## config.mk

```make
export PLATFORM = sky130hd
export DESIGN_NAME = cand_gen
export DESIGN_NICKNAME = d
export VERILOG_FILES = /design/src/rtl/cand_gen_pkg.sv /design/src/rtl/cand_gen_lfsr.sv /design/src/rtl/cand_gen_seq.sv /design/src/rtl/cand_gen_map.sv /design/src/rtl/cand_gen.sv
export SDC_FILE = /design/constraint.sdc
export NUM_CORES = 1
export LEC_CHECK = 0
export BUFFER_PORTS_ARGS = -buffer_cell sky130_fd_sc_hd__buf_2
export CAP_MARGIN = 20
export CORE_ASPECT_RATIO = 0.75
export CORE_UTILIZATION = 45
export CTS_CLUSTER_SIZE = 12
export DETAILED_ROUTE_END_ITERATION = 8
export HOLD_SLACK_MARGIN = 0.12
export MAX_ROUTING_LAYER = met4
export PLACE_DENSITY = 0.7
export SLEW_MARGIN = 0
export SYNTH_ARGS = -nofsm -noshare
export SYNTH_HDL_FRONTEND = slang
export SYNTH_HIERARCHICAL = 1
export SYNTH_SLANG_ARGS = --single-unit
export TNS_END_PERCENT = 1
```

## constraint.sdc

```tcl
create_clock -name clk -period 67.5 [get_ports clk]
set_input_delay 6.75 -clock clk [delete_from_list [all_inputs] [get_ports clk]]
set_output_delay 6.75 -clock clk [all_outputs]
set_load 0.01 [all_outputs]
```

## src/rtl/cand_gen_pkg.sv

```systemverilog
package cand_gen_pkg;

   localparam logic [31:0] LFSR_TAPS = 32'h8020_0003;
   localparam logic [31:0] SEED_SUB  = 32'hB5A3_17C9;

   function automatic logic [31:0] lfsr_step(input logic [31:0] s);
      logic [31:0] n;
      n = {1'b0, s[31:1]};
      if (s[0]) n = n ^ LFSR_TAPS;
      return n;
   endfunction

endpackage

```

## src/rtl/cand_gen_lfsr.sv

```systemverilog
module cand_gen_lfsr
   import cand_gen_pkg::*;
(
   input  logic        clk,
   input  logic        rst_n,
   input  logic        load,
   input  logic [31:0] seed,
   input  logic        adv,
   output logic [31:0] state
);

   logic [31:0] seed_eff;

   assign seed_eff = (seed == 32'd0) ? SEED_SUB : seed;

   always_ff @(posedge clk) begin
      if (!rst_n)    state <= SEED_SUB;
      else if (load) state <= seed_eff;
      else if (adv)  state <= lfsr_step(state);
   end

endmodule

```

## src/rtl/cand_gen_seq.sv

```systemverilog
module cand_gen_seq #(
   parameter int N_CAND = 4,
   parameter int L_FEAT = 3,
   localparam int NL     = N_CAND * L_FEAT,
   localparam int ADDR_W = (NL > 1) ? $clog2(NL) : 1,
   localparam int FEAT_W = (L_FEAT > 1) ? $clog2(L_FEAT) : 1
) (
   input  logic              clk,
   input  logic              rst_n,
   input  logic              start,
   output logic              run,
   output logic              last,
   output logic [FEAT_W-1:0] feat,
   output logic [ADDR_W-1:0] addr
);

   localparam logic [ADDR_W-1:0] LAST_ADDR = ADDR_W'(NL - 1);
   localparam logic [FEAT_W-1:0] LAST_FEAT = FEAT_W'(L_FEAT - 1);

   assign last = run && (addr == LAST_ADDR);

   always_ff @(posedge clk) begin
      if (!rst_n) begin
         run  <= 1'b0;
         feat <= '0;
         addr <= '0;
      end else if (!run) begin
         if (start) begin
            run  <= 1'b1;
            feat <= '0;
            addr <= '0;
         end
      end else begin
         if (last) run <= 1'b0;
         addr <= addr + ADDR_W'(1);
         feat <= (feat == LAST_FEAT) ? '0 : feat + FEAT_W'(1);
      end
   end

endmodule

```

## src/rtl/cand_gen_map.sv

```systemverilog
module cand_gen_map #(
   parameter int W      = 12,
   parameter int ITER_W = 4
) (
   input  logic [W:0]        rbits,
   input  logic [W-1:0]      lo,
   input  logic [W-1:0]      hi,
   input  logic [W-1:0]      ctr,
   input  logic [ITER_W-1:0] iter,
   output logic [W-1:0]      value
);

   localparam int PW = 2 * W + 4;

   logic [W-1:0]   u;
   logic [W:0]     span;
   logic [2*W:0]   uprod;
   logic [W-1:0]   uni_v;

   logic signed [PW-1:0] rs_x, dif_x, prod, scaled, dvs, off, sum, lo_x, hi_x;
   logic [W-1:0]         ctr_v;

   // uniform mode
   always_comb begin
      u     = rbits[W:1];
      span  = {1'b0, hi} - {1'b0, lo} + (W+1)'(1);
      uprod = {{(W+1){1'b0}}, u} * {{W{1'b0}}, span};
      uni_v = lo + W'(uprod >> W);
   end

   // contraction mode
   always_comb begin
      rs_x   = PW'($signed(rbits));
      lo_x   = PW'(lo);
      hi_x   = PW'(hi);
      dif_x  = hi_x - lo_x;
      prod   = rs_x * dif_x;
      scaled = prod >>> W;
      dvs    = PW'(iter) + PW'(1);
      off    = scaled / dvs;
      sum    = PW'(ctr) + off;
      if (sum < lo_x)      ctr_v = lo;
      else if (sum > hi_x) ctr_v = hi;
      else                 ctr_v = W'(sum);
   end

   assign value = (iter == '0) ? uni_v : ctr_v;

endmodule

```

## src/rtl/cand_gen.sv

```systemverilog
module cand_gen #(
   parameter int N_CAND = 4,
   parameter int L_FEAT = 3,
   parameter int W      = 12,
   parameter int ITER_W = 4,
   localparam int NL     = N_CAND * L_FEAT,
   localparam int ADDR_W = (NL > 1) ? $clog2(NL) : 1,
   localparam int FEAT_W = (L_FEAT > 1) ? $clog2(L_FEAT) : 1,
   localparam int SLOTS  = 1 << FEAT_W
) (
   input  logic                  clk,
   input  logic                  rst_n,
   input  logic                  start,
   input  logic [31:0]           seed,
   input  logic [ITER_W-1:0]     iter,
   input  logic [L_FEAT*W-1:0]   lo_bus,
   input  logic [L_FEAT*W-1:0]   hi_bus,
   input  logic [L_FEAT*W-1:0]   ctr_bus,
   output logic                  busy,
   output logic                  wr_en,
   output logic [ADDR_W-1:0]     wr_addr,
   output logic [W-1:0]          wr_data,
   output logic                  done
);

   generate
      if (W < 2 || W > 24) begin : g_bad_w
         $error("cand_gen: W must lie in 2..24");
      end
      if (N_CAND < 1 || L_FEAT < 1) begin : g_bad_dim
         $error("cand_gen: N_CAND and L_FEAT must be at least 1");
      end
      if (ITER_W < 1 || ITER_W > W) begin : g_bad_iter
         $error("cand_gen: ITER_W must lie in 1..W");
      end
   endgenerate

   logic              run, last;
   logic [FEAT_W-1:0] feat;
   logic [ADDR_W-1:0] addr;
   logic [31:0]       state;
   logic [W-1:0]      value;

   logic [W-1:0] lo_arr  [SLOTS];
   logic [W-1:0] hi_arr  [SLOTS];
   logic [W-1:0] ctr_arr [SLOTS];

   generate
      for (genvar f = 0; f < SLOTS; f++) begin : g_slot
         if (f < L_FEAT) begin : g_used
            assign lo_arr[f]  = lo_bus[f*W +: W];
            assign hi_arr[f]  = hi_bus[f*W +: W];
            assign ctr_arr[f] = ctr_bus[f*W +: W];
         end else begin : g_pad
            assign lo_arr[f]  = '0;
            assign hi_arr[f]  = '0;
            assign ctr_arr[f] = '0;
         end
      end
   endgenerate

   cand_gen_seq #(.N_CAND(N_CAND), .L_FEAT(L_FEAT)) u_seq (
      .clk   (clk),
      .rst_n (rst_n),
      .start (start),
      .run   (run),
      .last  (last),
      .feat  (feat),
      .addr  (addr)
   );

   cand_gen_lfsr u_lfsr (
      .clk   (clk),
      .rst_n (rst_n),
      .load  (start && !run),
      .seed  (seed),
      .adv   (run),
      .state (state)
   );

   cand_gen_map #(.W(W), .ITER_W(ITER_W)) u_map (
      .rbits (state[31 -: W+1]),
      .lo    (lo_arr[feat]),
      .hi    (hi_arr[feat]),
      .ctr   (ctr_arr[feat]),
      .iter  (iter),
      .value (value)
   );

   assign busy = run;

   always_ff @(posedge clk) begin
      if (!rst_n) begin
         wr_en   <= 1'b0;
         wr_addr <= '0;
         wr_data <= '0;
         done    <= 1'b0;
      end else begin
         wr_en   <= run;
         wr_addr <= addr;
         wr_data <= value;
         done    <= last;
      end
   end

endmodule

```

### Word-level counts from Yosys, hierarchy flattened

Cells that the tools add are included.

| word-level totals | value |
|---|---|
| register bits | 57 |
| input bits | 147 |
| output and inout port bits | 19 |
| logic and storage cells | 57 |

| cells by class | value |
|---|---|
| $add $sub $neg | 8 |
| $mul | 2 |
| divide/modulo/power cells | 1 |
| $lt $le $gt $ge | 3 |
| equal/unequal tests | 2 |
| muxes and demuxes | 24 |
| bitwise operators | 2 |
| reduce and logical (&&, ||, !) cells | 7 |

Operators by type and width:

| kind | number |
|---|---|
| two-way mux 32 bit | 4 |
| two-way mux 12 bit | 9 |
| binary-select mux 12 bit (select 2 bit) | 3 |
| zero test 32 bit | 1 |
| adder 12 x 28 -> 28 bit | 1 |
| divider 28 x 28 -> 28 bit | 1 |
| > comparator 28 x 13 -> 1 bit | 1 |
| less-than comparator 28 x 13 -> 1 bit | 1 |
| multiplier 13 x 13 -> 26 bit | 1 |
| subtractor 12 x 12 -> 13 bit | 2 |
| multiplier 12 x 13 -> 24 bit | 1 |
| adder 13 x 1 -> 13 bit (second input constant) | 1 |
| adder 12 bit | 1 |
| two-way mux 4 bit | 2 |
| two-way mux 2 bit | 3 |
| adder 4 x 1 -> 5 bit (second input constant) | 1 |
| adder 4 x 1 -> 4 bit (second input constant) | 1 |
| == test 4 bit (second input constant) | 1 |
| zero test 4 bit | 1 |
| NOT 3 -> 4 bit | 1 |
| nonzero test 2 bit | 2 |
| greater-or-equal comparator 3 bit (second input constant) | 1 |
| two-way mux 1 bit | 3 |
| NOT 2 -> 3 bit | 1 |
| other kinds (4) | 5 |

### Logic depth before layout (Yosys ltp)

Gate-level depths: netlist of run 1.

| depth | value |
|---|---|
| depth in word-level cells | 12 |
| mapped depth | 349 |
| gate-level depth less buffers | 326 |

### By module

The synthesis of run 1 kept the hierarchy.

Modules (own cells, without submodules):

| module | times used | cells an instance | area an instance (sq um) | seq. area each (sq um) |
|---|---|---|---|---|
| cand_gen_map | 1 | 3817 | 28650.0 | 0.0 |
| cand_gen_lfsr | 1 | 211 | 1705.4 | 640.6 |
| cand_gen | 1 | 123 | 1361.3 | 360.3 |
| cand_gen_seq | 1 | 33 | 300.3 | 140.1 |

### Worst setup path before layout of run 1

Ideal clock, no wire load.

| timing | value |
|---|---|
| path type | input-to-reg |
| from | input iter[0] |
| to | register wr_data[10] |
| setup time | 0.115 ns |
| arrival time | 73.024 ns |
| data required time | 67.385 ns |
| path slack | -5.639 ns |
| stages on the path | 326 |
| buffers on the path | 27 |
| cells stage by stage | ha_1 -> xnor2_1 -> ha_1 -> o211a_1 -> a211oi_2 -> or4_4 -> nand2_1 -> ha_1 -> a21oi_1 -> nand2_1 -> a31oi_2 -> a32oi_2 -> ha_1 -> or3_1 -> o221ai_1 -> and2b_1 -> clkbuf_1 -> nor2_1 -> [290 not listed] -> a21oi_1 -> o21bai_1 -> a21oi_1 -> o21bai_1 -> a21oi_1 -> o21bai_1 -> a21oi_1 -> o21bai_1 -> a21oi_1 -> nor2b_1 -> nor2_1 -> or4b_2 -> o211a_1 -> nor4_4 -> a21oi_2 -> mux2_1 -> a221o_1 -> and2_1 |

| on the way | value |
|---|---|
| longest elaborated chain between the ends | 7 |

RTL lines:

| item | line | text |
|---|---|---|
| from (decl) | cand_gen.sv:15 | `input logic [ITER_W-1:0] iter,` |
| adder 4 x 1 -> 5 bit | cand_gen_map.sv:39 | `dvs = PW'(iter) + PW'(1);` |
| divider 28 x 28 -> 28 bit | cand_gen_map.sv:40 | `off = scaled / dvs;` |
| adder 12 x 28 -> 28 bit | cand_gen_map.sv:41 | `sum = PW'(ctr) + off;` |
| > comparator 28 x 13 -> 1 bit | cand_gen_map.sv:43 | `else if (sum > hi_x) ctr_v = hi;` |
| two-way mux 12 bit | cand_gen_map.sv:43 |  |
| two-way mux 12 bit | cand_gen_map.sv:42 | `if (sum < lo_x) ctr_v = lo;` |
| two-way mux 12 bit * | cand_gen_map.sv:47 | `assign value = (iter == '0) ? uni_v : ctr_v;` |
| named net value[10] | cand_gen.sv:42 | `logic [W-1:0] value;` |
| to (signal assigned) | cand_gen.sv:101 | `wr_data <= value;` |
| to (decl) | cand_gen.sv:22 | `output logic [W-1:0] wr_data,` |

Mark *: on every way through the listed nets, which the timed path passes. The rest lies on a longest branch.
A chain may end at the register's enable or synchronous reset.

### Worst setup path in the final report of run 1

| timing | value |
|---|---|
| from | input iter[1] |
| to | register wr_data[10] |

The elaborated chain is that of the path after synthesis.

==> results of run 1 <==
## critical path, delay by kind of cell
kind                     cells  cell delay, ns
AO/OA/AOI/OAI              134           22.35
adder cells (fa/ha/maj)     30            8.57
buffers and inverters       14            1.73
multiplexers                10            2.45
AND/OR/NAND/NOR            126           23.60
## timing repair
action / CTS / global route
pin swaps: 3 / 73
endpoints found under the setup margin: 12 / 12
buffers inserted: 5 / 80
resized for setup: 10 / 96
cloned: 1 / 0
## routing by layer
layer | GRT usage, % | up-vias | share of wire (%)
met4 | 4.16 | 0 | 1.1
met3 | 4.55 | 96 | 8.6
met2 | 41.0 | 1264 | 42
li1 | - | 15502 | -
met1 | 42.0 | 15500 | 48
met5 | - | - | 0
## state kept, by name, indices dropped and copies added (netlist names)
signal and cells:
wr_addr 4, wr_data 12, wr_en 1, u_lfsr/state 32
u_seq/addr 4, done 1, u_seq/run 1, u_seq/feat 2
## cells in the mapped netlist, types with 23 or more instances
| master | instances | area, sq um |
|---|---|---|
| a211oi_1 | 26 | 195 |
| a21o_1 | 55 | 413 |
| a21oi_1 | 212 | 1060 |
| a31oi_1 | 45 | 282 |
| and2_1 | 167 | 1040 |
| and3_1 | 36 | 225 |
| clkbuf_1 | 105 | 394 |
| dfxtp_1 | 57 | 1140 |
| fa_1 | 283 | 5670 |
| ha_1 | 324 | 4050 |
| inv_1 | 371 | 1390 |
| mux2_2 | 43 | 484 |
| mux2i_1 | 104 | 1040 |
| nand2_1 | 418 | 1570 |
| nand2b_1 | 77 | 482 |
| nand3_1 | 98 | 490 |
| nand3b_1 | 29 | 218 |
| nand4_1 | 41 | 257 |
| nor2_1 | 324 | 1220 |
| nor2b_1 | 59 | 369 |
| nor3_1 | 162 | 811 |
| nor4_1 | 49 | 307 |
| o211ai_1 | 27 | 203 |
| o21a_1 | 114 | 856 |
| o21ai_0 | 129 | 646 |
| o21bai_1 | 33 | 248 |
| o2bb2ai_1 | 27 | 236 |
| o31ai_1 | 48 | 360 |
| or2_2 | 29 | 181 |
| or3_1 | 43 | 269 |
| or4_1 | 23 | 173 |
| xnor2_1 | 142 | 1240 |
| xor2_1 | 66 | 578 |
## cell type report
cell class / count / area (sq um) / share of cell area, %
Timing Repair Buffer: 456 / 3040 / 8.26
Clock inverter: 7 / 78.8 / 0.214
Multi-Input combinational cell: 3611 / 29700 / 80.8
Tap cell: 946 / 1180 / 3.22
Antenna cell: 1 / 2.50 / 0.00680
Inverter: 371 / 1400 / 3.79
Clock buffer: 9 / 225 / 0.612
Sequential cell: 57 / 1140 / 3.11
## cell families (layout without fill, tap and decap cells)
group | Yosys count | count (layout) | synth area share (%)
mux | 157 | 157 | 5.26
fa+ha+maj | 612 | 612 | 30.5
simple gates | 1649 | 1649 | 26.7
compound gates | 970 | 971 | 21.5
xor+xnor | 208 | 208 | 5.69
buf+inv | 530 | 843 | 6.79
other cells | 1 | 15 | 0.0117
flops | 57 | 57 | 3.56
## through the flow
stage          instances  hold slack [ns]
2_1_floorplan       4197            0.465
3_3_place_gp        5353            0.501
3_5_place_dp        5353            0.499
4_1_cts             5375            0.509
5_1_grt             5458            0.544
6_report            5458            0.525
## layout by cell type, fill, tap and decap left out, drive strengths merged, types with 60 or more instances in the layout
master	instances
nand2	418
inv	372
fa	283
xnor2	142
o21ai	153
nor3	167
o21a	114
nand2b	77
nor2b	60
mux2i	108
nand3	101
nor2	330
xor2	66
a21oi	214
and2	167
buf	456
ha	324
## path summary, 6_finish.rpt
kind         slack (ns)     startpoint             to  depth (start not counted)
min                0.53  u_seq/addr[2]  u_seq/addr[2]                          1
min reg2reg        0.53  u_seq/addr[2]  u_seq/addr[2]                          1
max reg2reg       12.30  u_seq/feat[0]    wr_data[10]                        269
max                2.15        iter[1]    wr_data[10]                        314
==> out/results.tsv, run 1 <==
stage	metric	value	unit
run_status	outcome	completed	
cts	postCtsHoldBufs	0	
synth	syn_inst	4184	
critical_path	end_kind	register	
place	dpl.hpwl	81.9	mm
global_routing	antenna_found_initial	2	
detailed_routing	wl	102	mm
synth	syn_area	0.0320	sq mm
synth	synthFlopType	dfxtp_1	
detailed_routing	routedWlPerCell	18.6	um
critical_path	cpMaxStageDelayCell	or4b_2	
detailed_routing	drt_iter0_markers	3154	
place	dpl_worst_slack	-1.67	ns
sta	skew	0.00594	ns
synth	postSynth.asyncResetShare	0	%
final_layout	drive_gt1_share	17.8	%
sta	finalSetupViolations	0	
floorplanning	ios	166	
final_layout	syn_to_final_growth	14.9	%
final_layout	final_area	0.0368	sq mm
floorplanning	fp.dieArea	0.0722	sq mm
critical_path	crit_fanout	10	
sta	hold_violations	0	
floorplanning	start_util	45.6	%
global_routing	grt_max_degree	69	
synth	yosys_warnings	6	
detailed_routing	firstDrtPassIters	6	
global_routing	grt_usage	28.5	%
critical_path	crit_top_cell	o21a_1	
final_layout	fillers	6801	
critical_path	slowest_delay	0.63	ns
floorplanning	die_h	233	um
floorplanning	core	0.0702	sq mm
floorplanning	num_rows	84	
critical_path	required	67.75	ns
sta	slew_headroom	24.8	%
cts	cts_buffer_depth	2	
cts	clkTransAtPathRegs	0.06	ns
sta	min_period	65.35	ns
synth	synth-seq-cells	57	
sta	slew_violations	0	
place	port_buffers	165	
cts	cts.sinks	57	
sta	tightest_slew	1.12	ns
detailed_routing	drc	0	
job	drv_cap	0	
sta	rsz0062_at_grt	yes	
global_routing	grt_pass1_vias	30390	
synth	synth_edf_count	0	
global_routing	gr-total-overflow	0	
sta	fin_crit_sh	96.8	%
final_layout	final_util	52.4	%
cts	htreeDepth	3	
synth	ys_seq_area_share	3.56	%
global_routing	grt_pass1_wl	163	mm
critical_path	worstPathArrival	65.59	ns
worst_hold_path	holdCritPathClass	register to register	
cts	cts_tree	yes	
final_layout	fin_nets	5260	
detailed_routing	via_count	32362	
synth	synth_cell_types	132	
detailed_routing	drtAntennaViolNets	0	
synth	avgSynthCellArea	7.65	sq um
cts	clock_latency	0.35	ns
sta	fin_setup_tns	0	ns
sta	fmaxAchievable	15.3	MHz
place	placed_area	0.0354	sq mm
critical_path	crit_path_start_kind	input pin	
place	gp_congestion	1.04	
detailed_routing	vias_per_cell	5.93	
cts	cts_buffers	9	
floorplanning	die_x	310	um
critical_path	crit_type	input pin to register	
cts	cts-root-buf	clkbuf_16	
sta	fin_ws	2.15	ns
Power of run 1 is left out: the tool's default activity adds up to more than one toggle a clock period on the data nets, which glitch-free logic cannot reach.
==> run 2: changes to the inputs <==
- CTS_BUF_LIST: not set -> sky130_fd_sc_hd__clkbuf_4
==> run 2 against run 1 <==
Worst setup slack got worse by 0.13 ns. Flip-flop and latch count stayed put. Register-to-register slack lost 0.27 ns. Critical path type unchanged.
==> out/results.tsv, run 2 (same netlist as run 1, synthesis figures left out) <==
stage	metric	value	unit	change
run_status	outcome	completed		
floorplanning	die_h	233	um	unchanged
cts	cts_buffer_depth	2		unchanged
critical_path	crit_path_start_kind	input pin		
final_layout	regMostFlops	u_lfsr/state		
sta	fin_setup_tns	0	ns	unchanged
final_layout	multi_input_area	0.0297	sq mm	about the same
sta	slew_violations	0		unchanged
worst_hold_path	holdPathStages	1		unchanged
final_layout	mostFrequentLayoutCells	405 x nand2_1, 367 x inv_1, 316 x ha_1		
critical_path	crit_type	input pin to register		
global_routing	grt_usage	28.5	%	+0.030 points
final_layout	fillers	6807		+0.088%
global_routing	gr-total-overflow	0		unchanged
floorplanning	fp.dieArea	0.0722	sq mm	unchanged
cts	cts_tree	yes		
final_layout	fin_nets	5280		+0.38%
detailed_routing	drt_iter0_markers	2993		-5.1%
final_layout	final_util	52.4	%	about the same
global_routing	grt_max_degree	69		unchanged
final_layout	fin_cells	5481		+0.42%
cts	clkTransAtPathRegs	0.13	ns	+0.07 ns
place	placed_area	0.0354	sq mm	unchanged
critical_path	cpMaxStageDelayCell	or4_4		
floorplanning	num_rows	84		unchanged
sta	fmaxAchievable	15.3	MHz	-0.21%
detailed_routing	drc	0		unchanged
detailed_routing	drtAntennaViolNets	0		unchanged
sta	rsz0062_at_grt	yes		
cts	postCtsHoldBufs	0		unchanged
final_layout	reg_top3	u_lfsr/state (32), wr_data (12)		
critical_path	crit_fanout	10		unchanged
sta	finalSetupViolations	0		unchanged
global_routing	antenna_found_initial	4		+2
global_routing	grt_pass1_wl	163	mm	+0.15%
cts	clock_latency	0.50	ns	+0.15 ns
sta	skew	0.0191	ns	+0.0132 ns
floorplanning	die_x	310	um	unchanged
critical_path	slowest_delay	0.54	ns	-0.09 ns
critical_path	worstRegToRegCells	271		+0.74%
sta	tightest_slew	1.14	ns	+0.0179 ns
sta	hold_violations	0		unchanged
detailed_routing	firstDrtPassIters	6		unchanged
detailed_routing	routedWlPerCell	18.6	um	about the same
critical_path	worstPathArrival	65.88	ns	+0.29 ns
detailed_routing	via_count	32591		+0.71%
cts	cts.sinks	57		unchanged
job	drv_cap	0		unchanged
critical_path	end_kind	register		
floorplanning	core	0.0702	sq mm	unchanged
detailed_routing	wl	102	mm	+0.49%
detailed_routing	vias_per_cell	5.95		+0.29%
worst_hold_path	holdCritPathClass	register to register		
critical_path	crit_top_cell	o21a_1		
floorplanning	start_util	45.6	%	unchanged
place	port_buffers	165		unchanged
sta	min_period	65.48	ns	+0.134 ns
floorplanning	ios	166		unchanged
final_layout	final_common_cell	nand2_1		
final_layout	final_area	0.0368	sq mm	about the same
place	dp_cells	5353		unchanged
cts	cts-root-buf	clkbuf_4		
sta	fin_crit_sh	97.0	%	+0.20 points
cts	cts_buffers	9		unchanged
place	gp_congestion	1.04		unchanged
final_layout	syn_to_final_growth	15.0	%	about the same
final_layout	largest_reg_flops	32		unchanged
sta	slew_headroom	23.6	%	-1.2 points
cts	htreeDepth	3		unchanged
place	dpl.hpwl	81.9	mm	unchanged
final_layout	ff_latch_area	0.00114	sq mm	unchanged
global_routing	grt_pass1_vias	30435		+0.15%
final_layout	drive_gt1_share	18.2	%	+0.41 points
critical_path	required	67.90	ns	+0.15 ns
-- run 2: layout make-up --
type                            count  share of cell area (%)
Antenna cell                        4                  0.0272
Tap cell                          946                    3.21
Inverter                          371                    3.79
Sequential cell                    57                    3.11
Timing Repair Buffer              476                    8.68
Multi-Input combinational cell   3611                    80.8
Clock buffer                        9                   0.184
Clock inverter                      7                   0.214
-- run 2: worst paths after layout --
kind	startpoint	to	slack [ns]
setup / recovery	iter[1]	wr_data[10]	2.02
hold / removal	u_seq/addr[2]	u_seq/addr[2]	0.53
setup reg to reg	u_seq/feat[0]	wr_data[10]	12.03
hold reg to reg	u_seq/addr[2]	u_seq/addr[2]	0.53
-- run 2: metrics by stage --
step                      hold WS [ns]  worst slack, ns
after floorplan                  0.465           0.0109
after global placement           0.501            0.335
after detailed placement         0.499            -1.67
after CTS                        0.519           0.0720
after global routing             0.554            -1.17
final                            0.531             2.02
-- run 2: per-layer routing --
| layer | vias to the layer above | share of wire, % | global-route usage, % |
|---|---|---|---|
| met2 | 1322 | 42 | 41.1 |
| met3 | 89 | 8.3 | 4.07 |
| met1 | 15655 | 49 | 42.3 |
| li1 | 15525 | - | - |
| met5 | - | 0 | - |
| met4 | 0 | 1.2 | 4.28 |
-- run 2: repair_timing --
| item | in CTS | in global routing |
|---|---|---|
| pin swaps | 3 | 103 |
| setup buffers | 5 | 100 |
| cloned | 1 | 0 |
| gates resized for setup | 9 | 102 |
| endpoints found under the setup margin | 12 | 12 |
-- run 2: critical path, delay by kind of cell --
family | cells | cell delay [ns]
AND/OR/NAND/NOR | 124 | 23.01
multiplexers | 12 | 3.11
buffers and inverters | 16 | 1.83
AO/OA/AOI/OAI | 134 | 22.51
adder cells (fa/ha/maj) | 30 | 8.53
Power of run 2 is left out for the same reason.
